$ cat src/rtl/kmp_pkg.sv
package kmp_pkg;
  localparam int CODE_W     = 8;
  localparam int ROW_W      = 3;
  localparam int COL_W      = 4;
  localparam int DIRECT_ROW = 7;

  // bit layout matters: release in 7, row in 6:4, column in 3:0
  typedef struct packed {
    logic             release_n;
    logic [ROW_W-1:0] row;
    logic [COL_W-1:0] col;
  } key_event_t;
endpackage

$ cat src/rtl/kmp_tick_gen.sv
module kmp_tick_gen #(
  parameter int TICK_DIV = 7812500
) (
  input  logic clk,
  input  logic rst,
  output logic tick
);
  localparam int CW = (TICK_DIV > 1) ? $clog2(TICK_DIV) : 1;
  localparam logic [CW-1:0] LAST = CW'(TICK_DIV - 1);

  logic [CW-1:0] cnt;

  always_ff @(posedge clk) begin
    if (rst)              cnt <= '0;
    else if (cnt == LAST) cnt <= '0;
    else                  cnt <= cnt + 1'b1;
  end

  assign tick = (cnt == LAST);

  generate
    if (TICK_DIV > 1) begin : g_spacing_chk
      AST_TICK_SPACED: assert property (@(posedge clk) disable iff (rst)
        tick |=> !tick);
    end
  endgenerate
endmodule

$ cat src/rtl/kmp_event_fifo.sv
module kmp_event_fifo #(
  parameter int DEPTH = 16,
  parameter int W     = 8
) (
  input  logic         clk,
  input  logic         rst,
  input  logic         wr_en,
  input  logic [W-1:0] wr_data,
  output logic         full,
  input  logic         pop_req,
  output logic         out_valid,
  output logic [W-1:0] out_data
);
  localparam int AW = (DEPTH > 1) ? $clog2(DEPTH) : 1;
  localparam int CNT_W = AW + 1;
  localparam logic [AW-1:0] PTR_LAST = AW'(DEPTH - 1);
  localparam logic [CNT_W-1:0] CNT_FULL = CNT_W'(DEPTH);

  logic [W-1:0]     mem [DEPTH];
  logic [AW-1:0]    wr_ptr, rd_ptr;
  logic [CNT_W-1:0] count;
  logic             wr_ok, pop_ok;

  assign full   = (count == CNT_FULL);
  assign wr_ok  = wr_en && !full;
  assign pop_ok = pop_req && (count != '0);

  function automatic logic [AW-1:0] step(input logic [AW-1:0] p);
    return (p == PTR_LAST) ? '0 : p + 1'b1;
  endfunction

  // storage without reset so it maps to block RAM
  always_ff @(posedge clk) begin
    if (wr_ok) mem[wr_ptr] <= wr_data;
  end

  always_ff @(posedge clk) begin
    if (pop_ok) out_data <= mem[rd_ptr];
  end

  always_ff @(posedge clk) begin
    if (rst) begin
      wr_ptr    <= '0;
      rd_ptr    <= '0;
      count     <= '0;
      out_valid <= 1'b0;
    end else begin
      out_valid <= pop_ok;
      if (wr_ok)  wr_ptr <= step(wr_ptr);
      if (pop_ok) rd_ptr <= step(rd_ptr);
      case ({wr_ok, pop_ok})
        2'b10:   count <= count + 1'b1;
        2'b01:   count <= count - 1'b1;
        default: count <= count;
      endcase
    end
  end

  AST_COUNT_BOUND: assert property (@(posedge clk) disable iff (rst)
    count <= CNT_FULL);
  AST_FULL_DROPS: assert property (@(posedge clk) disable iff (rst)
    (full && wr_en && !pop_req) |=> (count == $past(count)));
  AST_POP_NONEMPTY: assert property (@(posedge clk) disable iff (rst)
    out_valid |-> $past(count) != '0);
endmodule

$ cat src/rtl/kmp_matrix_state.sv
module kmp_matrix_state
  import kmp_pkg::*;
#(
  parameter int NUM_STROBE = 11,
  parameter int NUM_SENSE  = 7,
  parameter int NUM_SIDE   = 5
) (
  input  logic                  clk,
  input  logic                  rst,
  input  logic                  evt_valid,
  input  key_event_t            evt,
  input  logic [NUM_STROBE-1:0] strobe_in,
  output logic [NUM_SENSE-1:0]  sense_out,
  output logic [NUM_SIDE-1:0]   side_out
);
  logic [NUM_STROBE-1:0] row_bits [NUM_SENSE];
  logic                  is_direct, in_matrix, in_side;

  assign is_direct = (int'(evt.row) == DIRECT_ROW);
  assign in_matrix = !is_direct && (int'(evt.row) < NUM_SENSE)
                     && (int'(evt.col) < NUM_STROBE);
  assign in_side   = is_direct && (int'(evt.col) < NUM_SIDE);

  always_ff @(posedge clk) begin
    if (rst) begin
      for (int r = 0; r < NUM_SENSE; r++) row_bits[r] <= '0;
    end else if (evt_valid && in_matrix) begin
      for (int r = 0; r < NUM_SENSE; r++)
        for (int c = 0; c < NUM_STROBE; c++)
          if (int'(evt.row) == r && int'(evt.col) == c)
            row_bits[r][c] <= !evt.release_n;
    end
  end

  always_ff @(posedge clk) begin
    if (rst) begin
      side_out <= '0;
    end else if (evt_valid && in_side) begin
      for (int n = 0; n < NUM_SIDE; n++)
        if (int'(evt.col) == n) side_out[n] <= !evt.release_n;
    end
  end

  always_ff @(posedge clk) begin
    if (rst) sense_out <= '0;
    else
      for (int r = 0; r < NUM_SENSE; r++)
        sense_out[r] <= |(row_bits[r] & strobe_in);
  end

  AST_RESET_CLEAR: assert property (@(posedge clk)
    rst |=> (sense_out == '0 && side_out == '0));
  AST_NO_STROBE_NO_SENSE: assert property (@(posedge clk) disable iff (rst)
    (strobe_in == '0) |=> (sense_out == '0));
  AST_SIDE_PRESS: assert property (@(posedge clk) disable iff (rst)
    (evt_valid && in_side && !evt.release_n) |=> side_out[$past(evt.col)]);
  AST_SIDE_RELEASE: assert property (@(posedge clk) disable iff (rst)
    (evt_valid && in_side && evt.release_n) |=> !side_out[$past(evt.col)]);
  AST_BAD_SIDE_IGNORED: assert property (@(posedge clk) disable iff (rst)
    (evt_valid && is_direct && !in_side) |=> $stable(side_out));
  AST_IDLE_SIDE_STABLE: assert property (@(posedge clk) disable iff (rst)
    !evt_valid |=> $stable(side_out));
endmodule

$ cat src/rtl/key_matrix_player.sv
module key_matrix_player
  import kmp_pkg::*;
#(
  parameter int NUM_STROBE  = 11,
  parameter int NUM_SENSE   = 7,
  parameter int NUM_SIDE    = 5,
  parameter int QUEUE_DEPTH = 16,
  parameter int TICK_DIV    = 7812500
) (
  input  logic                  clk,
  input  logic                  rst,
  input  logic                  wr_valid,
  input  logic [CODE_W-1:0]     wr_code,
  output logic                  queue_full,
  input  logic [NUM_STROBE-1:0] strobe_in,
  output logic [NUM_SENSE-1:0]  sense_out,
  output logic [NUM_SIDE-1:0]   side_out
);
  logic              tick;
  logic              evt_valid;
  logic [CODE_W-1:0] evt_raw;
  key_event_t        evt;

  assign evt = key_event_t'(evt_raw);

  kmp_tick_gen #(.TICK_DIV(TICK_DIV)) u_tick (
    .clk (clk),
    .rst (rst),
    .tick(tick)
  );

  kmp_event_fifo #(.DEPTH(QUEUE_DEPTH), .W(CODE_W)) u_queue (
    .clk      (clk),
    .rst      (rst),
    .wr_en    (wr_valid),
    .wr_data  (wr_code),
    .full     (queue_full),
    .pop_req  (tick),
    .out_valid(evt_valid),
    .out_data (evt_raw)
  );

  kmp_matrix_state #(
    .NUM_STROBE(NUM_STROBE),
    .NUM_SENSE (NUM_SENSE),
    .NUM_SIDE  (NUM_SIDE)
  ) u_state (
    .clk      (clk),
    .rst      (rst),
    .evt_valid(evt_valid),
    .evt      (evt),
    .strobe_in(strobe_in),
    .sense_out(sense_out),
    .side_out (side_out)
  );

  AST_EVENT_ON_TICK: assert property (@(posedge clk) disable iff (rst)
    evt_valid |-> $past(tick));
  AST_FULL_AFTER_RESET: assert property (@(posedge clk)
    rst |=> !queue_full);
endmodule

$ cat config.mk
export PLATFORM = sky130hd
export DESIGN_NAME = key_matrix_player
export DESIGN_NICKNAME = d
export VERILOG_FILES = /design/src/rtl/kmp_pkg.sv /design/src/rtl/kmp_tick_gen.sv /design/src/rtl/kmp_event_fifo.sv /design/src/rtl/kmp_matrix_state.sv /design/src/rtl/key_matrix_player.sv
export SDC_FILE = /design/constraint.sdc
export NUM_CORES = 1
export LEC_CHECK = 0
export ABC_AREA = 1
export CORE_MARGIN = 5
export CORE_UTILIZATION = 45
export CTS_BUF_LIST = sky130_fd_sc_hd__clkbuf_16
export DETAILED_ROUTE_END_ITERATION = 7
export GPL_TIMING_DRIVEN = 0
export PLACE_DENSITY = 0.68
export SYNTH_ARGS = -nofsm -noshare
export SYNTH_HDL_FRONTEND = slang
export SYNTH_SLANG_ARGS = --single-unit
$ cat constraint.sdc
create_clock -name clk -period 5.05 [get_ports clk]
set_input_delay 1.01 -clock clk [delete_from_list [all_inputs] [get_ports clk]]
set_output_delay 1.01 -clock clk [all_outputs]
set_load 0.01 [all_outputs]
Yosys cells after proc, flatten, opt, wreduce, memory -nomap -nowiden --
Memory sizes are Yosys's and may differ from the RTL's. A register that Yosys moved wholly into a read port is not among the register bits. Cells that the tools add are included.
Word-level totals: flip-flop bits (word level) 49, bits in writable memories 205, input port bits 22, output and inout bits 13, logic and storage cells 624, memories kept 2
Operators by class: add/sub/neg operators 5, magnitude comparators 3, equal/unequal tests 23, multiplexer cells 392, bitwise logic cells 84, reduce and logical (&&, ||, !) cells 104
Memory list:
- u_queue.mem | depth 16, bits a word 8, read ports 1, clocked after Yosys merged registers in 1, write ports 1, RTL line kmp_event_fifo.sv:19 | logic [W-1:0] mem [DEPTH];
- u_state.row_bits | depth 7, bits a word 11, read ports 7, clocked after Yosys merged registers in 0, write ports 7, RTL line kmp_matrix_state.sv:16 | logic [NUM_STROBE-1:0] row_bits [NUM_SENSE];
Operator list (number):
- $mux 1 | 389
- $logic_and 1x1->1 | 84
- $and 11x11->11 | 7
- $or 1x1->1 | 77
- $reduce_or 11->1 | 7
- $eq 4x4->1 const B | 9
- $add 23x1->23 const B | 1
- $eq 23x23->1 const B | 1
- $eq 3x3->1 const B | 4
- $pmux 5 s2 | 1
- $reduce_and 2->1 | 5
- $add 4x1->4 const B | 2
- $eq 4x3->1 const B | 2
- $mux 4 | 2
- $eq 3x2->1 const B | 2
- $add 5x1->5 const B | 1
- $eq 5x5->1 const B | 1
- $reduce_bool 5->1 | 1
- $sub 5x1->5 const B | 1
- $eq 4x2->1 const B | 1
- $logic_not 4->1 | 1
- $lt 4x3->1 const B | 1
- $lt 4x4->1 const B | 1
- $eq 3x1->1 const B | 1
- other kinds (7) | 9

Logic depth before layout (Yosys ltp) --
depth in word-level cells 9, mapped depth 15, mapped depth without buffers 15

Hierarchy --
Synthesis repeated with hierarchy kept, for this count alone.
Unflattened totals: cells, all modules 1432, area total of the unflattened synthesis 12523.3 µm²
Modules (own cells, without submodules):
- kmp_event_fifo | instances 1, cells each 674, area an instance 6593.8 µm², sequential area each 4364.2 µm²
- kmp_matrix_state | instances 1, cells each 569, area an instance 4633.2 µm², sequential area each 2552.4 µm²
- kmp_tick_gen | instances 1, cells each 189, area an instance 1296.2 µm², sequential area each 460.4 µm²

Worst setup path after synthesis --
Ideal clock, no wire load.
path type reg-to-reg, start point register u_tick.cnt[0], end point register u_queue.count[4], library setup time 0.070 ns, arrival 2.403 ns, required time 4.980 ns, slack 2.577 ns, stages on the path, launching flop included 13, path buffers 0, period minus slack after synthesis 2.473 ns, path through dfxtp_1 ha_1 nand2_1 nor3_1 nand3_1 inv_1 ha_1 ha_1 or2_2 nand2_1 xor2_1 nand2_1 a21oi_1
Between the ends: word-level cells in the longest chain between the ends 4, elaborated cells between the ends (all ways) 6, those cells by class eq/ne (3); mux (1); reduce/logical (2)
Ends and longest elaborated chain:
- start, declared | RTL line kmp_tick_gen.sv:11 | logic [CW-1:0] cnt;
- start signal, assigned | RTL line kmp_tick_gen.sv:16 | else cnt <= cnt + 1'b1;
- $eq 23x23->1 * | RTL line kmp_tick_gen.sv:19 | assign tick = (cnt == LAST);
- $logic_and 1x1->1 * | RTL line kmp_event_fifo.sv:26 | assign pop_ok = pop_req && (count != '0);
- named net u_queue.pop_ok | RTL line kmp_event_fifo.sv:22 | logic wr_ok, pop_ok;
- $eq 2x1->1 or $eq 2x2->1 (tied branches) | RTL line kmp_event_fifo.sv:51 | case ({wr_ok, pop_ok})
- $pmux 5 s2 or $reduce_bool 2->1 (tied branches)
- end signal, assigned | RTL line kmp_event_fifo.sv:52 | 2'b10: count <= count + 1'b1;
- end signal, assigned | RTL line kmp_event_fifo.sv:53 | 2'b01: count <= count - 1'b1;
- end signal, assigned | RTL line kmp_event_fifo.sv:54 | default: count <= count;
- end, declared | RTL line kmp_event_fifo.sv:21 | logic [CNT_W-1:0] count;
Mark *: on every way through the listed nets, which the timed path passes. The rest lies on a longest branch. A chain may end at the register's enable or synchronous reset.

Worst setup path in the final report --
Same ends and word-level chain as after synthesis.

==> summary.log <==
INFO  timing         setup_viol_count_final=0
INFO  finish         layout.cells.most_common_list=sky130_fd_sc_hd__nand2_1, sky130_fd_sc_hd__nor2_1, sky130_fd_sc_hd__edfxtp_1
INFO  finish         antenna-diode-count=0
INFO  setup_path     critical_path_arrival=3480ps
INFO  global_routing gr-total-overflow=0
INFO  pwr            power.internal=3570uW
INFO  synthesis      synth.distinct_cells=29
INFO  route          met3RoutedLength=1.99mm
INFO  finish         final_layout_size_suffix_gt1_share=5.13%
INFO  route          detailedRoute.firstIterationViolations=908
INFO  setup_path     setup.worst_path.start=u_tick.cnt[0]
INFO  clocking       numCtsBuffers=29
INFO  clocking       cts_setup_buffers=0
INFO  finish         final_common_cell=sky130_fd_sc_hd__nand2_1
INFO  global_routing global_route_wire_length_before_repair=44.7mm
INFO  die            initial_utilization=45.3%
INFO  worst_hold_path worstHoldEndpoint=u_tick.cnt[0]
INFO  setup_path     critPathLaunchType=flop
INFO  global_routing first_global_vias=8414
INFO  setup_path     cp_cell_sequence=ha_1, nand2_1, nor3_1, nand3_1, inv_1, ha_1, ha_1, or2_2, nand2_1, xor2_1, nand2_1, a21oi_1
INFO  timing         finalWorstPathRequiredPeriod=3000ps
INFO  route          top_layer_used=met4
INFO  setup_path     type_of_the_worst_setup_path=flop to flop
INFO  synthesis      synthesis.nets=1253
INFO  setup_path     crit_path_max_incr_delay=400ps
INFO  synthesis      cell_types_with_the_largest_area_share_after_synthesis=sky130_fd_sc_hd__edfxtp_1, sky130_fd_sc_hd__nand2_1, sky130_fd_sc_hd__dfxtp_1, sky130_fd_sc_hd__nor2_1, sky130_fd_sc_hd__o21ai_0
INFO  placement      preCtsSetupSlack=1690ps
INFO  run            max_capacitance_violation_count=0
INFO  pwr            design_power=4540uW
INFO  synthesis      syn-instance-count=1220
INFO  timing         final_worst_setup_slack=2050ps
INFO  synthesis      yosysWarningCount=0
INFO  pwr            powerDensity=340mW/mm^2
INFO  placement      place.detailed.hpwl=19.9mm
INFO  clocking       tritoncts_clock_tree=done
INFO  setup_path     crit_path_top_delay_cell=sky130_fd_sc_hd__nor3_1
INFO  synthesis      area_share_of_the_largest_cell_type_after_synthesis=54.7%
INFO  timing         layout_worst_path_cycle_share=59.5%
INFO  finish         fin_nets=1318
INFO  pwr            share_comb_of_total_power=3.8%
INFO  synthesis      synth.cell_area=0.0117sqmm
INFO  route          route.vias.total=8879
INFO  clocking       cts.clk_slew.worst_paths=60ps
INFO  synthesis      average_cell_area_after_synthesis=9.59squm
INFO  route          met2WireLength=13.6mm
INFO  setup_path     worstPathRequired=5530ps
INFO  clocking       clock_latency=550ps
INFO  timing         worst-slew-pin-transition=879ps
INFO  setup_path     reg2regPathDepth=12
INFO  clocking       h-tree-depth=1
INFO  pwr            power.share.sequential=52.5%
INFO  finish         final_core_occ=51.7%
INFO  die            core_area=0.0258sqmm
INFO  global_routing grt_start_max_net_pins=17
INFO  timing         finClkSkew=15.1ps
INFO  die            design.die.area=0.0293sqmm
INFO  route          postRouteAntennaNets=0
INFO  pwr            leakagePower=0.00475uW
INFO  route          post_drt_via_cell_ratio=5.41
INFO  global_routing gr-usage-all-layers=19.6%
INFO  timing         timing_max_transition_violations_final=0
INFO  synthesis      synth_top_cell_by_area=sky130_fd_sc_hd__edfxtp_1
INFO  setup_path     timing.rr.start=u_tick.cnt[0]
INFO  setup_path     rr_endpoint=u_queue.count[4]
INFO  worst_hold_path min-delay-path-class=flop to flop
INFO  pwr            net_switching_power=978uW
INFO  worst_hold_path min_from=u_tick.cnt[0]
INFO  timing         timing.final.hold_violations=0
INFO  run_status     outcome=complete, no violations
INFO  placement      buffer_ports.inserted=34
INFO  die            boundaryPins=35
INFO  die            fp.dieH=171um
INFO  synthesis      yosys_register_bits=262
INFO  global_routing antenna_found_initial=0
INFO  route          route.final.wire_length=28.7mm
INFO  setup_path     crit_path_max_fanout=9
INFO  route          post_drt_wl_per_cell=17.5um
INFO  setup_path     reg2reg_slack=2050ps
INFO  die            die_width=171um
INFO  setup_path     critical_path_end_type=flop
INFO  timing         grt_setup_unrepaired=false
INFO  finish         area_growth_syn_to_layout=14.0%
INFO  worst_hold_path cell_depth_of_the_worst_hold_path=1
INFO  pwr            clock_power_share=43.7%
INFO  clocking       cts-root-buf=sky130_fd_sc_hd__clkbuf_16
INFO  clocking       quantity_of_gates_resized_following_cts=0
INFO  clocking       postCtsHoldBufs=0
INFO  pwr            maximum_vdd_drop=0.322mV
INFO  pwr            power_switching_share=21.5%
INFO  synthesis      synth.yosys.seq_area_share=63.0%
INFO  clocking       number_of_buffers_on_the_longest_clock_path=3
INFO  placement      gpl.final_weighted_congestion=0.893
INFO  clocking       cts.sinks=262
INFO  timing         max_clock_freq=333MHz
INFO  timing         total_negative_slack_for_setup_checks=0ps
INFO  die            placement_rows=59
INFO  route          detail_route.drc_violations=0
INFO  route          drtPass1Iterations=5
INFO  route          met1Wirelength=12.1mm
INFO  timing         slew_headroom=40.9%
cells in the mapped netlist:
cell type                    n
sky130_fd_sc_hd__and3_1      2
sky130_fd_sc_hd__buf_1       5
sky130_fd_sc_hd__buf_4       2
sky130_fd_sc_hd__o21ai_0   124
sky130_fd_sc_hd__fa_1        1
sky130_fd_sc_hd__o21ai_1     3
sky130_fd_sc_hd__nand4_1    19
sky130_fd_sc_hd__o211ai_1   16
sky130_fd_sc_hd__dfxtp_1    49
sky130_fd_sc_hd__o22ai_1    16
sky130_fd_sc_hd__nand2_1   269
sky130_fd_sc_hd__nor3_1     45
sky130_fd_sc_hd__xor2_1      9
sky130_fd_sc_hd__clkbuf_1   28
sky130_fd_sc_hd__edfxtp_1  213
sky130_fd_sc_hd__nand3_1    42
sky130_fd_sc_hd__a21oi_1    19
sky130_fd_sc_hd__inv_2       3
sky130_fd_sc_hd__o31ai_1     9
sky130_fd_sc_hd__or2_2       4
sky130_fd_sc_hd__xnor2_1     4
sky130_fd_sc_hd__ha_1       10
sky130_fd_sc_hd__nor2_2      1
sky130_fd_sc_hd__inv_1      90
sky130_fd_sc_hd__nand3b_1    3
sky130_fd_sc_hd__nor3_2      6
sky130_fd_sc_hd__clkinv_1    2
sky130_fd_sc_hd__buf_2      12
sky130_fd_sc_hd__nor2_1    214
sequential cells by signal, indices dropped and copies added, names as in the netlist:
name and flops:
u_state.side_out 5, u_tick.cnt 23, u_queue.wr_ptr 4, u_queue.out_data 8, u_state.row_bits 77, u_state.sense_out 7
u_queue.count 5, u_queue.rd_ptr 4, u_queue.out_valid 1, u_queue.mem 128
worst max path at each step:
stage	to	slack [ps]	cells past startpoint
floorplan	u_queue.count[4]	2580	12
global placement	u_state.row_bits[0][64]	1740	6
detailed placement	u_state.row_bits[0][64]	1690	6
CTS	u_queue.count[4]	2060	12
global route	u_queue.count[4]	1870	12
finish	u_queue.count[4]	2050	12
power by group through the flow:
stage	sequential, uW	combinational [uW]	clock (uW)
2_1_floorplan	2430	84.4	0
3_5_place_dp	2430	172	0
5_1_grt	2390	191	2100
4_1_cts	2390	173	2010
3_3_place_gp	2430	168	0
6_report	2390	173	1990
final cells by class:
cell class,count,area (sq um)
plain buffers,47,199
clock buffers,29,726
clock inverters,23,158
fillers,2352,12500
inverters,95,357
multi-input cells,816,3770
flip-flops and latches,262,7380
well taps,335,419
repair buffers,34,340
routing by layer:
layer	track usage [%]	vias up
met4	6.89	0
met5	0	-
li1	-	4288
met2	33.6	335
met1	25.5	4193
met3	2.78	63
critical path, delay by kind of cell (launching register included):
family          cells  cell delay (ps)
fa+ha+maj           3              870
simple gates        6             1130
xor+xnor            1              140
compound gates      1              130
buf+inv             1              300
flops               1              360
logic make-up after synthesis:
group | share of synthesized area (%)
fa+ha+maj | 1.24
simple gates | 21.3
xor+xnor | 0.973
buf+inv | 4.75
compound gates | 8.70
flops | 63.0
stage by stage:
step	instance area, sq um	std cells	hold WS (ps)
4_1_cts	13300	1641	471
5_1_grt	13300	1641	506
2_1_floorplan	11700	1220	430
3_5_place_dp	12500	1589	457
6_report	13300	1641	461
3_3_place_gp	12500	1589	445
No activity file was read; power rests on OpenSTA's default activity.
